$ cat config.mk
export PLATFORM = sky130hd
export DESIGN_NAME = rng_irq_ctrl
export DESIGN_NICKNAME = d
export VERILOG_FILES = /design/src/rtl/rng_irq_pkg.sv /design/src/rtl/rng_irq_ctrl_dec.sv /design/src/rtl/rng_irq_datapath.sv /design/src/rtl/rng_irq_ctrl.sv
export SDC_FILE = /design/constraint.sdc
export NUM_CORES = 1
export LEC_CHECK = 0
export ABC_AREA = 1
export BUFFER_PORTS_ARGS = -buffer_cell sky130_fd_sc_hd__buf_2
export CAP_MARGIN = 20
export CORE_MARGIN = 2
export CORE_UTILIZATION = 34
export CTS_CLUSTER_SIZE = 16
export DETAILED_ROUTE_END_ITERATION = 7
export PLACE_DENSITY = 0.83
export SLEW_MARGIN = 0
export SYNTH_ARGS = -nofsm -noshare
export SYNTH_HDL_FRONTEND = slang
export SYNTH_SLANG_ARGS = --single-unit
$ cat constraint.sdc
create_clock -name clk -period 1 [get_ports clk]
set_input_delay 0.3 -clock clk [delete_from_list [all_inputs] [get_ports clk]]
set_output_delay 0.3 -clock clk [all_outputs]
set_load 0.1 [all_outputs]
$ cat src/rtl/rng_irq_pkg.sv
package rng_irq_pkg;
  localparam int FLAG_N = 3;
  localparam int ISR_N  = 2;

  // Control register field positions
  localparam int EN_LSB  = 0;
  localparam int CLR_LSB = 3;
  localparam int CTRL_W  = CLR_LSB + FLAG_N;

  // Word addresses
  localparam int CTRL_IDX = 0;
  localparam int ISR_IDX  = 1;
  localparam int IER_IDX  = 2;
  localparam int IDR_IDX  = 3;

  typedef struct packed {
    logic              ctrlWr;
    logic [CTRL_W-1:0] ctrlData;
    logic [FLAG_N-1:0] flagSet;
    logic [ISR_N-1:0]  isrClr;
    logic [ISR_N-1:0]  maskClr;
    logic [ISR_N-1:0]  maskSet;
    logic              softClr;
    logic              slvErrSet;
  } strobe_t;
endpackage

$ cat src/rtl/rng_irq_ctrl_dec.sv
module rng_irq_ctrl_dec
  import rng_irq_pkg::*;
#(
  parameter int ADDR_W     = 4,
  parameter int DATA_W     = 32,
  parameter int HW_VERSION = 32'h0200
) (
  input  logic              wrEn,
  input  logic [ADDR_W-1:0] wrAddr,
  input  logic [DATA_W-1:0] wrData,
  input  logic              doneEvt,
  input  logic              faultTest,
  input  logic              faultCert,
  input  logic              slvErrEvt,
  input  logic              softRst,
  input  logic              blkRst,
  input  logic              entropyEn,
  input  logic              oscEn,
  input  logic              certUnitEn,
  output strobe_t           strobe
);
  localparam bit LEGACY = (HW_VERSION < 32'h0200);

  logic srcOn;
  logic certOk;
  logic hitCtrl, hitIsr, hitIer, hitIdr;

  always_comb begin
    srcOn   = !blkRst && entropyEn && oscEn;
    certOk  = srcOn && (!LEGACY || certUnitEn);
    hitCtrl = wrEn && (wrAddr == ADDR_W'(CTRL_IDX));
    hitIsr  = wrEn && (wrAddr == ADDR_W'(ISR_IDX));
    hitIer  = wrEn && (wrAddr == ADDR_W'(IER_IDX));
    hitIdr  = wrEn && (wrAddr == ADDR_W'(IDR_IDX));

    strobe.ctrlWr    = hitCtrl;
    strobe.ctrlData  = wrData[CTRL_W-1:0];
    strobe.flagSet   = {faultCert && certOk, faultTest && srcOn, doneEvt && !blkRst};
    strobe.isrClr    = hitIsr ? wrData[ISR_N-1:0] : '0;
    strobe.maskClr   = hitIer ? wrData[ISR_N-1:0] : '0;
    strobe.maskSet   = hitIdr ? wrData[ISR_N-1:0] : '0;
    strobe.softClr   = softRst;
    strobe.slvErrSet = slvErrEvt;
  end
endmodule

$ cat src/rtl/rng_irq_datapath.sv
module rng_irq_datapath
  import rng_irq_pkg::*;
(
  input  logic              clk,
  input  logic              rstN,
  input  strobe_t           strobe,
  output logic [FLAG_N-1:0] flagQ,
  output logic [ISR_N-1:0]  isrQ,
  output logic [ISR_N-1:0]  maskQ,
  output logic              irqQ
);
  logic [FLAG_N-1:0] enQ, enNext, flagNext, clrBits;
  logic [ISR_N-1:0]  isrNext, maskNext;
  logic              coreNext, recompute;

  always_comb begin
    clrBits   = strobe.ctrlWr ? strobe.ctrlData[CLR_LSB +: FLAG_N] : '0;
    enNext    = strobe.ctrlWr ? strobe.ctrlData[EN_LSB +: FLAG_N] : enQ;
    flagNext  = strobe.softClr ? '0 : ((flagQ & ~clrBits) | strobe.flagSet);
    coreNext  = |(flagNext & enNext);
    recompute = strobe.ctrlWr || (|strobe.flagSet);

    if (strobe.softClr)      isrNext[0] = 1'b0;
    else if (recompute)      isrNext[0] = coreNext;
    else if (strobe.isrClr[0]) isrNext[0] = 1'b0;
    else                     isrNext[0] = isrQ[0];

    if (strobe.slvErrSet)      isrNext[1] = 1'b1;
    else if (strobe.isrClr[1]) isrNext[1] = 1'b0;
    else                       isrNext[1] = isrQ[1];

    maskNext = (maskQ & ~strobe.maskClr) | strobe.maskSet;
  end

  always_ff @(posedge clk or negedge rstN) begin
    if (!rstN) begin
      flagQ <= '0;
      enQ   <= '0;
      isrQ  <= '0;
      maskQ <= '1;
      irqQ  <= 1'b0;
    end else begin
      flagQ <= flagNext;
      enQ   <= enNext;
      isrQ  <= isrNext;
      maskQ <= maskNext;
      irqQ  <= |(isrQ & ~maskQ);
    end
  end
endmodule

$ cat src/rtl/rng_irq_ctrl.sv
module rng_irq_ctrl
  import rng_irq_pkg::*;
#(
  parameter int ADDR_W     = 4,
  parameter int DATA_W     = 32,
  parameter int HW_VERSION = 32'h0200
) (
  input  logic              clk,
  input  logic              rstN,
  input  logic              wrEn,
  input  logic [ADDR_W-1:0] wrAddr,
  input  logic [DATA_W-1:0] wrData,
  input  logic              doneEvt,
  input  logic              faultTest,
  input  logic              faultCert,
  input  logic              slvErrEvt,
  input  logic              softRst,
  input  logic              blkRst,
  input  logic              entropyEn,
  input  logic              oscEn,
  input  logic              certUnitEn,
  output logic [2:0]        statusFlags,
  output logic [1:0]        isrBits,
  output logic [1:0]        maskBits,
  output logic              irqOut
);
  strobe_t strobe;

  rng_irq_ctrl_dec #(.ADDR_W(ADDR_W), .DATA_W(DATA_W), .HW_VERSION(HW_VERSION)) i_dec (
    .wrEn(wrEn), .wrAddr(wrAddr), .wrData(wrData),
    .doneEvt(doneEvt), .faultTest(faultTest), .faultCert(faultCert),
    .slvErrEvt(slvErrEvt), .softRst(softRst), .blkRst(blkRst),
    .entropyEn(entropyEn), .oscEn(oscEn), .certUnitEn(certUnitEn),
    .strobe(strobe)
  );

  rng_irq_datapath i_dp (
    .clk(clk), .rstN(rstN), .strobe(strobe),
    .flagQ(statusFlags), .isrQ(isrBits), .maskQ(maskBits), .irqQ(irqOut)
  );
endmodule

==> results.json, run 1 <==
{
  "syn_avg_cell_area_um2": 8.90,
  "slew-limit-headroom": 0.828,
  "ys_warn_count": 0,
  "clkTransAtPathRegs_ns": 0.07,
  "status": "finished, violations left",
  "dieHeight_um": 44.9,
  "via_per_inst": 4.94,
  "crit_arrival_ns": 1.08,
  "die_x_um": 44.9,
  "synth_cells": 64,
  "dp_hpwl_um": 1210,
  "finalCritPeriodShare": 1.38,
  "hold_class": "input port to flop",
  "crit_family": "flip-flops",
  "cts_tree": "done",
  "setup_viol": 8,
  "ir_worst_vdd_uv": 925,
  "critPathKind": "flop to output port",
  "grt_pass1_vias": 651,
  "initial_utilization": 0.369,
  "timing.fmax_mhz": 726,
  "clock-root-buffer": "clkbuf_4",
  "synthTopCellsByArea": "dfrtp_1 40%, nand2_1 9.9%, dfstp_2 9.2%, nand4_1 8.8%, o21ai_2 4.6%",
  "fin_tns_setup_ns": -1.75,
  "n_antenna_cell": 0,
  "power.density_nw_per_um2": 1600,
  "pwr-share-comb": 0.443,
  "power_frac_clock": 0.195,
  "syn_area_um2": 569,
  "fin_skew_ns": 0.00171,
  "grt_busiest_layer": "met2",
  "critPathCaptureType": "output port",
  "syn_nets": 112,
  "drive_gt1_frac": 0.564,
  "drt-total-wl_um": 1560,
  "grt_use_met1": 0.184,
  "clockBufferDepth": 2,
  "grt_setup_unrepaired": "true",
  "ys_ff_latch": 11,
  "ys_seq_area_frac": 0.488,
  "die_area_um2": 2020,
  "crit_fanout": 2,
  "ys_types": 17,
  "synth.top_cell.area_share": 0.396,
  "slowest_stage": "dfstp_4",
  "start_kind": "flop",
  "final_cell_mix": "19 x buf_2, 13 x nand2_1, 13 x buf_4",
  "overflow": 0,
  "grtUsageTotal": 0.178,
  "worst_pin_slew_ns": 0.258,
  "place.gp.congestion": 0.768,
  "crit_path_cell_trace": "buf_12",
  "seq_power_share": 0.362,
  "grt_pass1_wl_um": 2600,
  "antenna_found_initial": 0,
  "fin_ws_ns": -0.377,
  "h-tree-depth": 1,
  "violations": "negative setup slack",
  "netSwitchingPower_uw": 645,
  "std_cell_rows": 14,
  "cp_num_buf_inv": 1,
  "use_met2": 0.343,
  "cap_viol_max_count": 0,
  "leakage_uw": 0.000508,
  "synth_largest_area_cell": "dfrtp_1",
  "final_nets": 159,
  "vias": 622,
  "finalMaxSlewViolations": 0,
  "cts_buffers": 3,
  "io_buffers": 28,
  "area.growth.synth_to_final_pct": 77.4,
  "min_period_ns": 1.38,
  "met3_usage": 0.0480,
  "drc": 0,
  "grt_max_degree": 12,
  "hold_viol_final": 0,
  "finish.utilization": 0.655,
  "layout_commonest_cell": "buf_2",
  "cts_sinks": 11,
  "drt_first_iter_violations": 11,
  "ios": 56,
  "slowest_delay_ns": 0.63,
  "drtPass1Iterations": 4,
  "insertion_delay_ns": 0.27,
  "internal_power_uw": 972,
  "wl_per_cell_um": 12.3,
  "drtAntennaViolNets": 0,
  "hold-worst-slack_ns": 0.215,
  "cts_setup_buffers": 0,
  "crit_required_ns": 0.70,
  "core_um2": 1540,
  "power_switching_share": 0.399
}
-- cell usage after synthesis (all sizes together) --
library cell  instances
o22ai                 1
dfstp                 2
nor2                  7
nand4                 8
dfrtp                 9
o21bai                2
inv                   8
a21oi                 3
o21ai                 7
nand2                15
nand3                 2
-- stage by stage --
stage	setup slack, ns	cell area (µm²)	std cells	power [µW]
after floorplan	-0.124	584	64	978
after global placement	-0.238	962	121	1280
after detailed placement	-0.266	962	121	1300
after CTS	-0.384	998	126	1620
after global routing	-0.399	1010	126	1680
final	-0.377	1010	126	1620
-- logic make-up after synthesis --
family,count (synthesis),synth area share
AOI/OAI and AO/OA,13,0.145
DFF,11,0.488
and+or+nand+nor,32,0.314
buffers and inverters,8,0.0527
-- flip-flops by register name, summed over array words and instances, names as in the netlist --
name        flops
i_dp.flagQ      3
i_dp.maskQ      2
i_dp.enQ        3
i_dp.isrQ       2
i_dp.irqQ       1
-- metal layers --
metal	vias up	routed length, µm	share of wire
met5	-	0	0
met4	0	0	0
met3	0	104	0.067
met2	23	858	0.55
met1	290	593	0.38
li1	309	-	-
-- power by group through the flow --
stage	clock, µW	sequential [µW]	combinational, µW
after floorplan	0	860	118
after global placement	0	587	691
after detailed placement	0	592	707
after CTS	319	584	715
after global routing	332	592	752
final	315	586	717
-- final timing paths --
| check | startpoint | to | slack (ns) | depth (start not counted) |
|---|---|---|---|---|
| min | softRst | i_dp.flagQ[0]$_DFF_PN0_ | 0.22 | 2 |
| max in group asynchronous | rstN | i_dp.maskQ[1]$_DFF_PN1_ | 0.32 | 2 |
| max | i_dp.maskQ[1]$_DFF_PN1_ | maskBits[1] | -0.38 | 1 |
| min reg2reg | i_dp.enQ[2]$_DFF_PN0_ | i_dp.enQ[2]$_DFF_PN0_ | 0.48 | 2 |
| min in group asynchronous | rstN | i_dp.isrQ[1]$_DFFE_PN0P_ | 0.42 | 2 |
| max reg2reg | i_dp.maskQ[1]$_DFF_PN1_ | i_dp.maskQ[1]$_DFF_PN1_ | 0.04 | 3 |
-- cell type report --
cell class | instances | area (µm²)
Sequential cell | 11 | 293
Clock buffer | 4 | 26.3
Inverter | 8 | 30.0
Multi-Input combinational cell | 45 | 267
Tap cell | 16 | 20.0
Timing Repair Buffer | 42 | 374
Fill cell | 124 | 532
-- timing repair --
item / in CTS / in global routing
hold endpoints to repair: 9 / 0
pin swaps: 0 / 9
gates resized for setup: 0 / 4
endpoints found under the setup margin: 8 / 10
hold buffers: 1 / 0
Note: power is estimated with default switching activity, not from simulation.
==> inputs of run 2 (changes only) <==
- BUFFER_PORTS_ARGS: -buffer_cell sky130_fd_sc_hd__buf_2 -> not set
- CORE_UTILIZATION: 34 -> 40
- DONT_BUFFER_PORTS: not set -> 1
- PLACE_DENSITY: 0.83 -> 0.6
==> results.json, run 2 (synthesis gave the netlist of run 1 again) <==
{
  "crit_arrival_ns": 1.07,
  "die_area_um2": 1740,
  "grt_setup_unrepaired": "true",
  "via_per_inst": 5.36,
  "overflow": 0,
  "leakage_uw": 0.000366,
  "place.gp.congestion": 0.765,
  "grt_pass1_vias": 519,
  "start_kind": "flop",
  "drc": 0,
  "wl_per_cell_um": 13.4,
  "power.density_nw_per_um2": 1780,
  "ir_worst_vdd_uv": 794,
  "pwr-share-comb": 0.273,
  "critPathKind": "flop to output port",
  "initial_utilization": 0.432,
  "fin_skew_ns": 0.00292,
  "drt_first_iter_violations": 3,
  "hold_class": "input port to flop",
  "ios": 56,
  "dp_cells": 89,
  "dp_hpwl_um": 998,
  "std_cell_rows": 13,
  "worst_pin_slew_ns": 0.490,
  "h-tree-depth": 1,
  "cts_setup_buffers": 0,
  "clkTransAtPathRegs_ns": 0.07,
  "clockBufferDepth": 2,
  "drive_gt1_frac": 0.405,
  "drt-total-wl_um": 1260,
  "total_power_uw": 1420,
  "timing.fmax_mhz": 731,
  "dp_slack_ns": -0.162,
  "hold-worst-slack_ns": 0.0814,
  "vias": 504,
  "grtUsageTotal": 0.161,
  "area.growth.synth_to_final_pct": 40.2,
  "cts_tree": "done",
  "fin_ws_ns": -0.368,
  "grt_max_degree": 12,
  "dieHeight_um": 41.7,
  "stdcell_count": 94,
  "design_area_um2": 798,
  "core_um2": 1320,
  "io_buffers": 0,
  "critPathCaptureType": "output port",
  "setup_viol": 11,
  "n_antenna_cell": 0,
  "slew-limit-headroom": 0.672,
  "power_frac_clock": 0.213,
  "status": "finished, violations left",
  "grt_pass1_wl_um": 2150,
  "hold_viol_final": 0,
  "place_area_um2": 753,
  "cap_viol_max_count": 0,
  "die_x_um": 41.7,
  "netSwitchingPower_uw": 580,
  "crit_fanout": 3,
  "min_period_ns": 1.37,
  "internal_power_uw": 840,
  "seq_power_share": 0.514,
  "cts_buffers": 3,
  "drtAntennaViolNets": 0,
  "r2r_slack_ns": -0.15,
  "violations": "negative setup slack",
  "reg.largest.list": "i_dp.enQ: 3 flops, i_dp.flagQ: 3 flops",
  "layout_commonest_cell": "nand2_1",
  "final_cell_mix": "13 x nand2_1, 8 x nand4_1, 6 x inv_1, 6 x dfrtp_2, 6 x buf_12",
  "finalCritPeriodShare": 1.37,
  "clock-root-buffer": "clkbuf_4",
  "drtPass1Iterations": 4,
  "cts_sinks": 11,
  "finalMaxSlewViolations": 0,
  "antenna_found_initial": 0,
  "final_nets": 128,
  "power_switching_share": 0.408,
  "insertion_delay_ns": 0.26,
  "crit_required_ns": 0.70
}
## run 2: changes by cell type in the layout (fill, tap and decap cells not counted), sizes merged
cell,delta
buf,-31
## run 2: what timing repair did
item / in CTS / in global routing
hold endpoints to repair: 11 / 0
setup endpoints to repair: 11 / 12
gates resized for setup: 0 / 3
hold buffers: 1 / 0
pin swaps: 1 / 0
## run 2: layout make-up
type                       instances  area [µm²]
timing repair buffer              11         160
sequential                        11         293
inverter                           8        30.0
fill                             118         519
clock buffer                       4        26.3
tap                               15        18.8
multi-input combinational         45         270
## run 2: worst paths after layout
kind / from / endpoint / depth (start not counted)
max: i_dp.maskQ[0]$_DFF_PN1_ / maskBits[0] / 0
min: softRst / i_dp.flagQ[0]$_DFF_PN0_ / 1
max reg2reg: i_dp.maskQ[1]$_DFF_PN1_ / i_dp.maskQ[1]$_DFF_PN1_ / 2
min reg2reg: i_dp.enQ[1]$_DFF_PN0_ / i_dp.enQ[1]$_DFF_PN0_ / 2
max in group asynchronous: rstN / i_dp.isrQ[0]$_DFFE_PN0P_ / 1
min in group asynchronous: rstN / i_dp.enQ[1]$_DFF_PN0_ / 1
## run 2: metrics by stage
step / setup TNS, ns / util
CTS: -1.91 / 0.599
finish: -1.91 / 0.606
global route: -2.15 / 0.606
global placement: -0.397 / 0.572
floorplan: -0.346 / -
detailed placement: -0.538 / 0.572
## run 2: per-layer routing
metal	global-route usage	share of wire	vias to the layer above
li1	-	-	251
met1	0.186	0.41	229
met5	0	0	-
met4	0.0581	0.021	0
met2	0.291	0.52	19
met3	0.0304	0.051	5
## run 2: power by group through the flow
stage               combinational [µW]  clock [µW]  sequential [µW]
floorplan                          118           0              860
global placement                   366           0              736
detailed placement                 374           0              739
CTS                                388         300              730
global route                       416         318              740
finish                             388         302              730
